### src/rtl/twoLegPkg.sv
package twoLegPkg;

  typedef enum logic [2:0] {
    PORT_LOCAL = 3'd0,
    PORT_EAST  = 3'd1,
    PORT_WEST  = 3'd2,
    PORT_NORTH = 3'd3,
    PORT_SOUTH = 3'd4
  } portE;

  // strobes from draw control to the datapath
  typedef struct packed {
    logic accept;  // candidate inside the mesh, stamp it
    logic retry;   // candidate outside the mesh, draw again
  } ctlStrobeT;

endpackage

### src/rtl/twoLegDrawCtl.sv
module twoLegDrawCtl
  import twoLegPkg::*;
#(
  parameter int LFSR_W = 8,
  parameter logic [LFSR_W-1:0] TAPS = 8'hB8,
  parameter logic [LFSR_W-1:0] SEED = 8'hA5,
  parameter int NODES = 9,
  parameter int IDX_W = 4
) (
  input  logic             clk,
  input  logic             rst,
  input  logic             injValid,
  output logic             injReady,
  output logic [IDX_W-1:0] candIdx,
  output ctlStrobeT        strobe
);

  logic [LFSR_W-1:0] lfsr;
  logic [LFSR_W-1:0] lfsrNext;
  logic feedback;
  logic inRange;
  logic advance;

  assign feedback = ^(lfsr & TAPS);
  assign lfsrNext = {lfsr[LFSR_W-2:0], feedback};
  assign candIdx  = lfsr[IDX_W-1:0];

  // a power-of-two node count never needs a rejection
  generate
    if ((1 << IDX_W) == NODES) begin : g_fullRange
      assign inRange = 1'b1;
    end else begin : g_rejectRange
      assign inRange = (int'(candIdx) < NODES);
    end
  endgenerate

  assign advance       = injValid & ~rst;
  assign strobe.accept = advance & inRange;
  assign strobe.retry  = advance & ~inRange;
  assign injReady      = strobe.accept;

  always_ff @(posedge clk) begin
    if (rst) lfsr <= SEED;
    else if (advance) lfsr <= lfsrNext;
  end

  // generator never locks up at zero
  assert_lfsr_nonzero_R4: assert property (@(posedge clk) disable iff (rst)
    lfsr != '0);
  // generator holds while nothing waits
  assert_lfsr_hold_R4: assert property (@(posedge clk) disable iff (rst)
    !injValid |=> $stable(lfsr));
  // generator moves on every draw
  assert_lfsr_step_R4: assert property (@(posedge clk) disable iff (rst)
    injValid |=> lfsr != $past(lfsr));

endmodule

### src/rtl/twoLegHopSel.sv
module twoLegHopSel
  import twoLegPkg::*;
#(
  parameter int XW = 2,
  parameter int YW = 2
) (
  input  logic          clk,
  input  logic          rst,
  input  logic [XW-1:0] hereX,
  input  logic [YW-1:0] hereY,
  input  logic [XW-1:0] midX,
  input  logic [YW-1:0] midY,
  input  logic [XW-1:0] destX,
  input  logic [YW-1:0] destY,
  input  logic          phaseIn,
  output portE          port,
  output logic          phaseOut
);

  logic atMid;
  logic [XW-1:0] tgtX;
  logic [YW-1:0] tgtY;

  assign atMid    = (hereX == midX) && (hereY == midY);
  assign phaseOut = phaseIn | atMid;
  assign tgtX     = phaseOut ? destX : midX;
  assign tgtY     = phaseOut ? destY : midY;

  always_comb begin
    if (tgtX > hereX)      port = PORT_EAST;
    else if (tgtX < hereX) port = PORT_WEST;
    else if (tgtY > hereY) port = PORT_NORTH;
    else if (tgtY < hereY) port = PORT_SOUTH;
    else                   port = PORT_LOCAL;
  end

  // ejection only at the destination on the second leg
  assert_local_final_R9: assert property (@(posedge clk) disable iff (rst)
    port == PORT_LOCAL |-> phaseOut && hereX == destX && hereY == destY);
  // leg flag is never cleared
  assert_phase_sticky_R10: assert property (@(posedge clk) disable iff (rst)
    phaseIn |-> phaseOut);
  // Y moves only once X is resolved
  assert_x_first_R7: assert property (@(posedge clk) disable iff (rst)
    (port == PORT_NORTH || port == PORT_SOUTH) |->
      hereX == (phaseOut ? destX : midX));

endmodule

### src/rtl/twoLegPath.sv
module twoLegPath
  import twoLegPkg::*;
#(
  parameter int MESH_X = 3,
  parameter int MESH_Y = 3,
  parameter int IDX_W = 4,
  parameter int XW = 2,
  parameter int YW = 2
) (
  input  logic             clk,
  input  logic             rst,
  input  ctlStrobeT        strobe,
  input  logic [IDX_W-1:0] candIdx,
  input  logic [XW-1:0]    nodeX,
  input  logic [YW-1:0]    nodeY,
  output logic             stampValid,
  output logic [XW-1:0]    stampMidX,
  output logic [YW-1:0]    stampMidY,
  output logic             stampPhase,
  input  logic [XW-1:0]    hopMidX,
  input  logic [YW-1:0]    hopMidY,
  input  logic [XW-1:0]    hopDestX,
  input  logic [YW-1:0]    hopDestY,
  input  logic             hopPhase,
  output portE             outPort,
  output logic             outPhase
);

  localparam logic [IDX_W-1:0] ROW_LEN = IDX_W'(MESH_X);

  logic [XW-1:0] candX;
  logic [YW-1:0] candY;
  logic candAtSrc;

  assign candX     = XW'(candIdx % ROW_LEN);
  assign candY     = YW'(candIdx / ROW_LEN);
  assign candAtSrc = (candX == nodeX) && (candY == nodeY);

  always_ff @(posedge clk) begin
    if (rst) begin
      stampValid <= 1'b0;
      stampMidX  <= '0;
      stampMidY  <= '0;
      stampPhase <= 1'b0;
    end else begin
      stampValid <= strobe.accept;
      if (strobe.accept) begin
        stampMidX  <= candX;
        stampMidY  <= candY;
        stampPhase <= candAtSrc;
      end
    end
  end

  twoLegHopSel #(.XW(XW), .YW(YW)) i_hopSel (
    .clk     (clk),
    .rst     (rst),
    .hereX   (nodeX),
    .hereY   (nodeY),
    .midX    (hopMidX),
    .midY    (hopMidY),
    .destX   (hopDestX),
    .destY   (hopDestY),
    .phaseIn (hopPhase),
    .port    (outPort),
    .phaseOut(outPhase)
  );

  // an accepted draw is stamped on the next edge
  assert_stamp_after_accept_R5: assert property (@(posedge clk) disable iff (rst)
    strobe.accept |=> stampValid);
  // a rejected draw stamps nothing
  assert_no_stamp_after_retry_R3: assert property (@(posedge clk) disable iff (rst)
    strobe.retry |=> !stampValid);
  // stamped node lies inside the mesh
  assert_stamp_in_mesh_R2: assert property (@(posedge clk) disable iff (rst)
    stampValid |-> int'(stampMidX) < MESH_X && int'(stampMidY) < MESH_Y);
  // initial leg flag matches the source of the accept cycle
  assert_stamp_phase_R6: assert property (@(posedge clk) disable iff (rst)
    stampValid |-> stampPhase ==
      (stampMidX == $past(nodeX) && stampMidY == $past(nodeY)));

endmodule

### src/rtl/twoLegRouteCtl.sv
module twoLegRouteCtl
  import twoLegPkg::*;
#(
  parameter int MESH_X = 3,
  parameter int MESH_Y = 3,
  parameter int LFSR_W = 8,
  parameter logic [LFSR_W-1:0] TAPS = 8'hB8,
  parameter logic [LFSR_W-1:0] SEED = 8'hA5
) (
  input  logic                       clk,
  input  logic                       rst,
  input  logic [$clog2(MESH_X)-1:0]  nodeX,
  input  logic [$clog2(MESH_Y)-1:0]  nodeY,
  input  logic                       injValid,
  output logic                       injReady,
  output logic                       stampValid,
  output logic [$clog2(MESH_X)-1:0]  stampMidX,
  output logic [$clog2(MESH_Y)-1:0]  stampMidY,
  output logic                       stampPhase,
  input  logic [$clog2(MESH_X)-1:0]  hopMidX,
  input  logic [$clog2(MESH_Y)-1:0]  hopMidY,
  input  logic [$clog2(MESH_X)-1:0]  hopDestX,
  input  logic [$clog2(MESH_Y)-1:0]  hopDestY,
  input  logic                       hopPhase,
  output logic [2:0]                 outPort,
  output logic                       outPhase
);

  localparam int XW    = $clog2(MESH_X);
  localparam int YW    = $clog2(MESH_Y);
  localparam int NODES = MESH_X * MESH_Y;
  localparam int IDX_W = $clog2(NODES);

  ctlStrobeT strobe;
  logic [IDX_W-1:0] candIdx;
  portE portSel;

  twoLegDrawCtl #(
    .LFSR_W(LFSR_W), .TAPS(TAPS), .SEED(SEED), .NODES(NODES), .IDX_W(IDX_W)
  ) i_drawCtl (
    .clk     (clk),
    .rst     (rst),
    .injValid(injValid),
    .injReady(injReady),
    .candIdx (candIdx),
    .strobe  (strobe)
  );

  twoLegPath #(
    .MESH_X(MESH_X), .MESH_Y(MESH_Y), .IDX_W(IDX_W), .XW(XW), .YW(YW)
  ) i_path (
    .clk       (clk),
    .rst       (rst),
    .strobe    (strobe),
    .candIdx   (candIdx),
    .nodeX     (nodeX),
    .nodeY     (nodeY),
    .stampValid(stampValid),
    .stampMidX (stampMidX),
    .stampMidY (stampMidY),
    .stampPhase(stampPhase),
    .hopMidX   (hopMidX),
    .hopMidY   (hopMidY),
    .hopDestX  (hopDestX),
    .hopDestY  (hopDestY),
    .hopPhase  (hopPhase),
    .outPort   (portSel),
    .outPhase  (outPhase)
  );

  assign outPort = portSel;

endmodule

### config.mk
export PLATFORM = sky130hd
export DESIGN_NAME = twoLegRouteCtl
export DESIGN_NICKNAME = d
export VERILOG_FILES = /design/src/rtl/twoLegPkg.sv /design/src/rtl/twoLegDrawCtl.sv /design/src/rtl/twoLegHopSel.sv /design/src/rtl/twoLegPath.sv /design/src/rtl/twoLegRouteCtl.sv
export SDC_FILE = /design/constraint.sdc
export NUM_CORES = 1
export LEC_CHECK = 0
export BUFFER_PORTS_ARGS = -buffer_cell sky130_fd_sc_hd__clkbuf_2
export CAP_MARGIN = 20
export CORE_MARGIN = 2
export CORE_UTILIZATION = 46
export CTS_BUF_LIST = sky130_fd_sc_hd__clkbuf_16
export DETAILED_ROUTE_END_ITERATION = 8
export PLACE_DENSITY = 0.74
export SLEW_MARGIN = 20
export SYNTH_ARGS = -nofsm -noshare
export SYNTH_HDL_FRONTEND = slang
export SYNTH_SLANG_ARGS = --single-unit
### constraint.sdc
create_clock -name clk -period 2.4 [get_ports clk]
set_input_delay 0.24 -clock clk [delete_from_list [all_inputs] [get_ports clk]]
set_output_delay 0.24 -clock clk [all_outputs]
set_load 0.02 [all_outputs]
Word level (Yosys, flattened, before mapping)
Cells that the tools add are included.
{"block": "word_totals", "register_bits": 14, "out_inout_bits": 11}
{"block": "op_classes", "bitwise_logic": 4, "div_mod_pow": 2, "reduce_logical": 3, "eq_ne": 4, "n_mux": 6, "n_lt_le_gt_ge": 5}
{"op": "3-bit 2-to-1 mux", "n": 4}
{"op": "2-bit == test", "n": 4}
{"op": "8-bit XOR reduction", "n": 1}
{"op": "4-bit by 2-bit divider with 4-bit output (second input constant)", "n": 1}
{"op": "2-bit > comparator", "n": 2}
{"op": "2-bit < comparator", "n": 2}
{"op": "4-bit < comparator (second input constant)", "n": 1}
{"op": "4-bit by 2-bit remainder unit with 4-bit output (second input constant)", "n": 1}
{"op": "2-bit 2-to-1 mux", "n": 2}
{"op": "1-bit AND", "n": 2}
{"op": "1-bit logical AND", "n": 2}
{"op": "1-bit inverter", "n": 1}
{"op": "1-bit bitwise OR", "n": 1}

Depth between registers and ports, before layout
{"block": "depth", "ltp_word": 9, "mapped_depth": 12, "mapped_depth_nobuf": 11}

Cells and area by module
Synthesis repeated with hierarchy kept, for this count alone.
{"block": "hier_totals", "cells_unflattened": 109, "hier_area_um2": 1021.0}
{"mod": "twoLegPath", "cells_each": 45, "n_inst": 1, "area_per_inst_um2": 445.4, "seq_area_each_um2": 120.1}
{"mod": "twoLegDrawCtl", "cells_each": 38, "n_inst": 1, "area_per_inst_um2": 366.6, "seq_area_each_um2": 160.2}
{"mod": "twoLegHopSel", "cells_each": 26, "n_inst": 1, "area_per_inst_um2": 209.0, "seq_area_each_um2": 0.0}

Least setup slack after synthesis
OpenSTA, ideal clock, no wires.
{"block": "synth_path", "path_kind": "input to output", "start": "input hopMidY[1]", "end": "output outPort[2]", "arrival_ns": 2.678, "path_slack_ns": -0.518, "cell_stages": 6, "cell_sequence": "xnor2_1 a41oi_1 mux2_2 ha_1 nor2b_1 a2111oi_0"}
{"block": "synth_via", "elab_chain_cells": 9}
{"element": "start: declaration", "line": "twoLegRouteCtl.sv:21", "text": "input logic [$clog2(MESH_Y)-1:0] hopMidY,"}
{"element": "2-bit == test", "line": "twoLegHopSel.sv:24", "text": "assign atMid = (hereX == midX) && (hereY == midY);"}
{"element": "1-bit logical AND", "line": "twoLegHopSel.sv:24"}
{"element": "1-bit bitwise OR", "line": "twoLegHopSel.sv:25", "text": "assign phaseOut = phaseIn | atMid;"}
{"element": "2-bit 2-to-1 mux", "line": "twoLegHopSel.sv:27", "text": "assign tgtY = phaseOut ? destY : midY;"}
{"element": "2-bit < comparator", "line": "twoLegHopSel.sv:33", "text": "else if (tgtY < hereY) port = PORT_SOUTH;"}
{"element": "3-bit 2-to-1 mux", "line": "twoLegHopSel.sv:33"}
{"element": "3-bit 2-to-1 mux", "line": "twoLegHopSel.sv:32", "text": "else if (tgtY > hereY) port = PORT_NORTH;"}
{"element": "3-bit 2-to-1 mux", "line": "twoLegHopSel.sv:31", "text": "else if (tgtX < hereX) port = PORT_WEST;"}
{"element": "3-bit 2-to-1 mux *", "line": "twoLegHopSel.sv:30", "text": "if (tgtX > hereX) port = PORT_EAST;"}
{"element": "end: declaration", "line": "twoLegRouteCtl.sv:25", "text": "output logic [2:0] outPort,"}
Every way passes the cells marked *; elsewhere a longest branch is shown, timed or not.

Worst setup path in the final report
{"block": "layout_path", "start": "register i_drawCtl.lfsr[2]", "end": "register i_path.stampPhase"}
{"block": "layout_via", "elab_chain_cells": 3}
{"element": "start: declaration", "line": "twoLegDrawCtl.sv:18", "text": "logic [LFSR_W-1:0] lfsr;"}
{"element": "start signal: assignment", "line": "twoLegDrawCtl.sv:44", "text": "else if (advance) lfsr <= lfsrNext;"}
{"element": "4-bit by 2-bit remainder unit with 4-bit output or 4-bit by 2-bit divider with 4-bit output (tied branches)", "line": "twoLegPath.sv:35, twoLegPath.sv:36"}
{"element": "2-bit == test", "line": "twoLegPath.sv:37", "text": "assign candAtSrc = (candX == nodeX) && (candY == nodeY);"}
{"element": "1-bit logical AND", "line": "twoLegPath.sv:37"}
{"element": "end signal: assignment", "line": "twoLegPath.sv:50", "text": "stampPhase <= candAtSrc;"}
{"element": "end: declaration", "line": "twoLegPath.sv:19", "text": "output logic stampPhase,"}
Several ways; a longest one is shown, not always the timed one.
A chain may end at the register's enable or synchronous reset.

==> results.txt <==
- Sum of routed wire length over all layers: 2340 um
* Pint: 0.627 mW
- Crit. End Element: flip-flop
* Clock tree from TritonCTS: yes
- Launching element type of the critical path: flip-flop
- At the end of routability-driven placement, the weighted congestion stood at 0.794.
* RSZ-0062 raised after global routing: true
* Result of the run: completed
- The share of total power dissipated in sequential elements is 29.5%.
- Required time of the critical path: 2.53 ns
* Pins over their slew limit: 0
- The via count of the first global-routing pass is 906.
- Insertion delay to the later sink of the worst-skew pair: 0.25 ns
- # clock sinks: 14
- The count of final hold-check violations came to 0.
* Maximum fanout count along the critical path: 4
- Cells with a size suffix above 1 make up 34.2% of the layout.
- Area enclosed by the die boundary: 2570 sq um
- Across the VDD grid, the largest voltage drop is 474 uV.
- Fin crit period: 2.31 ns
* Global-route total usage across every layer: 20.5%
- Yosys mapped a number of flops with a built-in enable equal to 0.
- The cell area that synthesis handed to floorplanning was 1000 sq um.
- The analysis attributes to cell leakage a power of 0.635 nW.
* Growth of design area from synthesis to finish: 31.1%
* Cell at the root of the clock tree: sky130_fd_sc_hd__clkbuf_16
- For this run, the detailed router's first-pass iteration total came to 4.
- The initial utilization of the core area, before any placement, comes to 50.1%.
- Each instance of the synthesized netlist takes up on average 8.79 sq um.
* Buffers from clock root to sink, at most: 2
* Maximum number of pins on one net before global-route repair: 12
- Average wire per standard cell: 13.3 um
- Summing over every cut layer, the via total after detailed routing is 938.
- Synthesis produced a netlist whose cell count is 114.
- Cell taking the most area after synthesis: sky130_fd_sc_hd__dfxtp_1
- Measured on the finished design, the core utilization comes to 65.6%.
* DPL Wire Length: 1690 um
- When the netlist entered floorplanning its net count stood at 137.
* Pwr per Cell Area: 690 nW/um^2
* Final layout net count: 173
- The first global-routing pass estimated 3940 um of wire.
- Once routing completed, OpenROAD measured the worst setup slack at 0.0900 ns.
* Portion of total power attributed to the clock network: 35.5%
* Worst setup timing slack at the placement stage: -0.000189 ns
- Net load switching power: 0.279 mW
* Arrival time reported for the critical path endpoint: 2.44 ns
* # diodes: 0
- Yosys instantiated no cell more often than sky130_fd_sc_hd__dfxtp_1.
- Die Height: 50.7 um
* H-tree level count: 1
- For this run, the register share of the synthesized area comes to 28.0%.
- Ranking of synthesized cells by area: sky130_fd_sc_hd__dfxtp_1 28%, sky130_fd_sc_hd__mux2i_1 9.0%, sky130_fd_sc_hd__ha_1 8.7%
* Post-synthesis async set-or-reset flop share: 0%
* Number of rows in the core area: 16
* # fillers: 164
- Slew @ Worst Pin: 0.365 ns
- In this run the standard cell core region covers 2000 sq um.
- 27 I/O pins were placed.
- Max-Cap Viols: 0
* Commonest register cell after synthesis: sky130_fd_sc_hd__dfxtp_1
- Part of the cycle the worst path needs: 96.3%
- After synthesis, the netlist uses 39 different library cells.
* Post-route standard cell area excluding fillers: 1310 sq um
- Total gr overflow: 0
- The first routing iteration left 25 violations.
- Dividing the detail-routed via count by the number of cells gives 5.33.
- Buffers inserted to repair hold after CTS numbered 0.
- Cell types with the highest counts after synthesis: 14 x sky130_fd_sc_hd__dfxtp_1, 13 x sky130_fd_sc_hd__nor2_1, 9 x sky130_fd_sc_hd__mux2i_1, 9 x sky130_fd_sc_hd__nand2_1, 9 x sky130_fd_sc_hd__xnor2_1
- After clock tree synthesis, the clock-pin slew on the worst setup and hold paths is 0.05 ns.
- Setup Crit Path Kind: flip-flop to flip-flop
- Hold WC Path Type: input pin to flip-flop
- Number of design rule violations left after detail routing: 0
- Clock buffers created by TritonCTS: 3
- Worst Skew: 0.00255 ns
- Measured against its own limit, the worst slew margin works out to 75.4%.
* Placed instance area: 1190 sq um
* Number of antenna violations at the first check in global routing: 0
- The detail route stage leaves a number of antenna-violating nets equal to 0.
- Combinational group share of total power: 35.0%
* Switching Share: 30.8%
* Buffers on Ports: 26
- The Yosys step of the flow raised 0 warnings.
* Number of endpoints failing setup at the final stage: 0
- For this run, the top clock speed supported by timing is 433 MHz.
- Post-synth top area share: 28.0%
- Die extent in x: 50.7 um
- Counting flops and latches in the post-synthesis netlist gives 14.
[what timing repair did]
item | in CTS | in global routing
pin swaps | 0 | 2
setup endpoints to repair | 1 | 4
endpoints found under the hold margin | 0 | 0
gates resized for setup | 1 | 7
buffers inserted | 0 | 4
[per-layer routing]
metal	global-route usage, %	vias to the layer above	share of wire (%)
met5	0	-	0
met4	8.56	0	0.60
met3	6.55	2	3.9
met2	36.2	18	53
met1	22.5	444	42
li1	-	474	-
[critical path: stages, from the launching register on]
cell                       delay [ns]
sky130_fd_sc_hd__dfxtp_1         0.32
sky130_fd_sc_hd__nor2b_2         0.14
sky130_fd_sc_hd__ha_1            0.14
sky130_fd_sc_hd__inv_1           0.04
sky130_fd_sc_hd__ha_1            0.19
sky130_fd_sc_hd__xor2_1          0.16
sky130_fd_sc_hd__nor2_1          0.19
sky130_fd_sc_hd__ha_1            0.31
sky130_fd_sc_hd__nand2_1         0.08
sky130_fd_sc_hd__o311ai_0        0.14
sky130_fd_sc_hd__a311o_1         0.38
sky130_fd_sc_hd__o221a_2         0.12
[metrics by stage]
| step | hold WS [ns] | TNS (ns) | cells | total power, mW |
|---|---|---|---|---|
| 2_1_floorplan | 0.445 | 0 | 114 | 0.481 |
| 3_3_place_gp | 0.455 | 0 | 168 | 0.546 |
| 3_5_place_dp | 0.480 | -0.000189 | 168 | 0.557 |
| 4_1_cts | 0.346 | 0 | 172 | 0.884 |
| 5_1_grt | 0.397 | -0.0520 | 176 | 0.958 |
| 6_report | 0.367 | 0 | 176 | 0.906 |
[cell families (layout without fill, tap and decap cells)]
logic type,after synthesis,in the layout,share of synthesized area [%]
compound gates,22,22,17.4
mux,12,12,12.7
fa+ha+maj,7,7,8.74
xor+xnor,10,10,8.74
flops,14,14,28.0
simple gates,36,36,18.4
buf+inv,13,48,6.12
[sequential cells by signal, summed over array words and instances, names as in the netlist]
| signal | flops |
|---|---|
| i_path.stampValid | 1 |
| i_path.stampPhase | 1 |
| i_path.stampMidY | 2 |
| i_drawCtl.lfsr | 8 |
| i_path.stampMidX | 2 |
[power groups by stage]
| stage | Sequential [mW] | Clock (mW) | Combinational [mW] |
|---|---|---|---|
| 2_1_floorplan | 0.284 | 0 | 0.197 |
| 3_3_place_gp | 0.270 | 0 | 0.276 |
| 3_5_place_dp | 0.271 | 0 | 0.286 |
| 4_1_cts | 0.267 | 0.327 | 0.290 |
| 5_1_grt | 0.270 | 0.338 | 0.350 |
| 6_report | 0.267 | 0.322 | 0.317 |
[final cells by class]
class	instances	area [sq um]	area share [%]
sequential	14	280	21.3
timing repair buffer	36	205	15.6
clock buffer	3	75.1	5.71
multi-input combinational	87	686	52.2
tap	27	33.8	2.57
inverter	8	30.0	2.29
clock inverter	1	3.75	0.286
[final timing paths]
path	from	to	slack [ns]	cells past startpoint
hold reg to reg	i_drawCtl.lfsr[6]	i_drawCtl.lfsr[7]	0.49	2
setup / recovery	i_drawCtl.lfsr[2]	i_path.stampPhase	0.09	11
setup reg to reg	i_drawCtl.lfsr[2]	i_path.stampPhase	0.09	11
hold / removal	rst	i_drawCtl.lfsr[1]	0.37	2
[cells in the final DEF (no fill, tap or decap), types with 2 or more instances in the layout]
master / n
sky130_fd_sc_hd__mux2_2: 2
sky130_fd_sc_hd__and2_1: 2
sky130_fd_sc_hd__o21ai_0: 2
sky130_fd_sc_hd__nand2_1: 9
sky130_fd_sc_hd__a21oi_1: 2
sky130_fd_sc_hd__buf_4: 10
sky130_fd_sc_hd__and3_1: 2
sky130_fd_sc_hd__inv_1: 8
sky130_fd_sc_hd__clkbuf_16: 3
sky130_fd_sc_hd__mux2i_1: 9
sky130_fd_sc_hd__nor2b_2: 2
sky130_fd_sc_hd__nor3_1: 2
sky130_fd_sc_hd__nor2_1: 13
sky130_fd_sc_hd__dfxtp_1: 14
sky130_fd_sc_hd__ha_1: 7
sky130_fd_sc_hd__clkbuf_2: 24
sky130_fd_sc_hd__nand2b_1: 2
sky130_fd_sc_hd__xnor2_1: 9
sky130_fd_sc_hd__a2111oi_2: 2
sky130_fd_sc_hd__a211oi_1: 3
sky130_fd_sc_hd__buf_2: 2
Power figures use the tool's default switching activity.
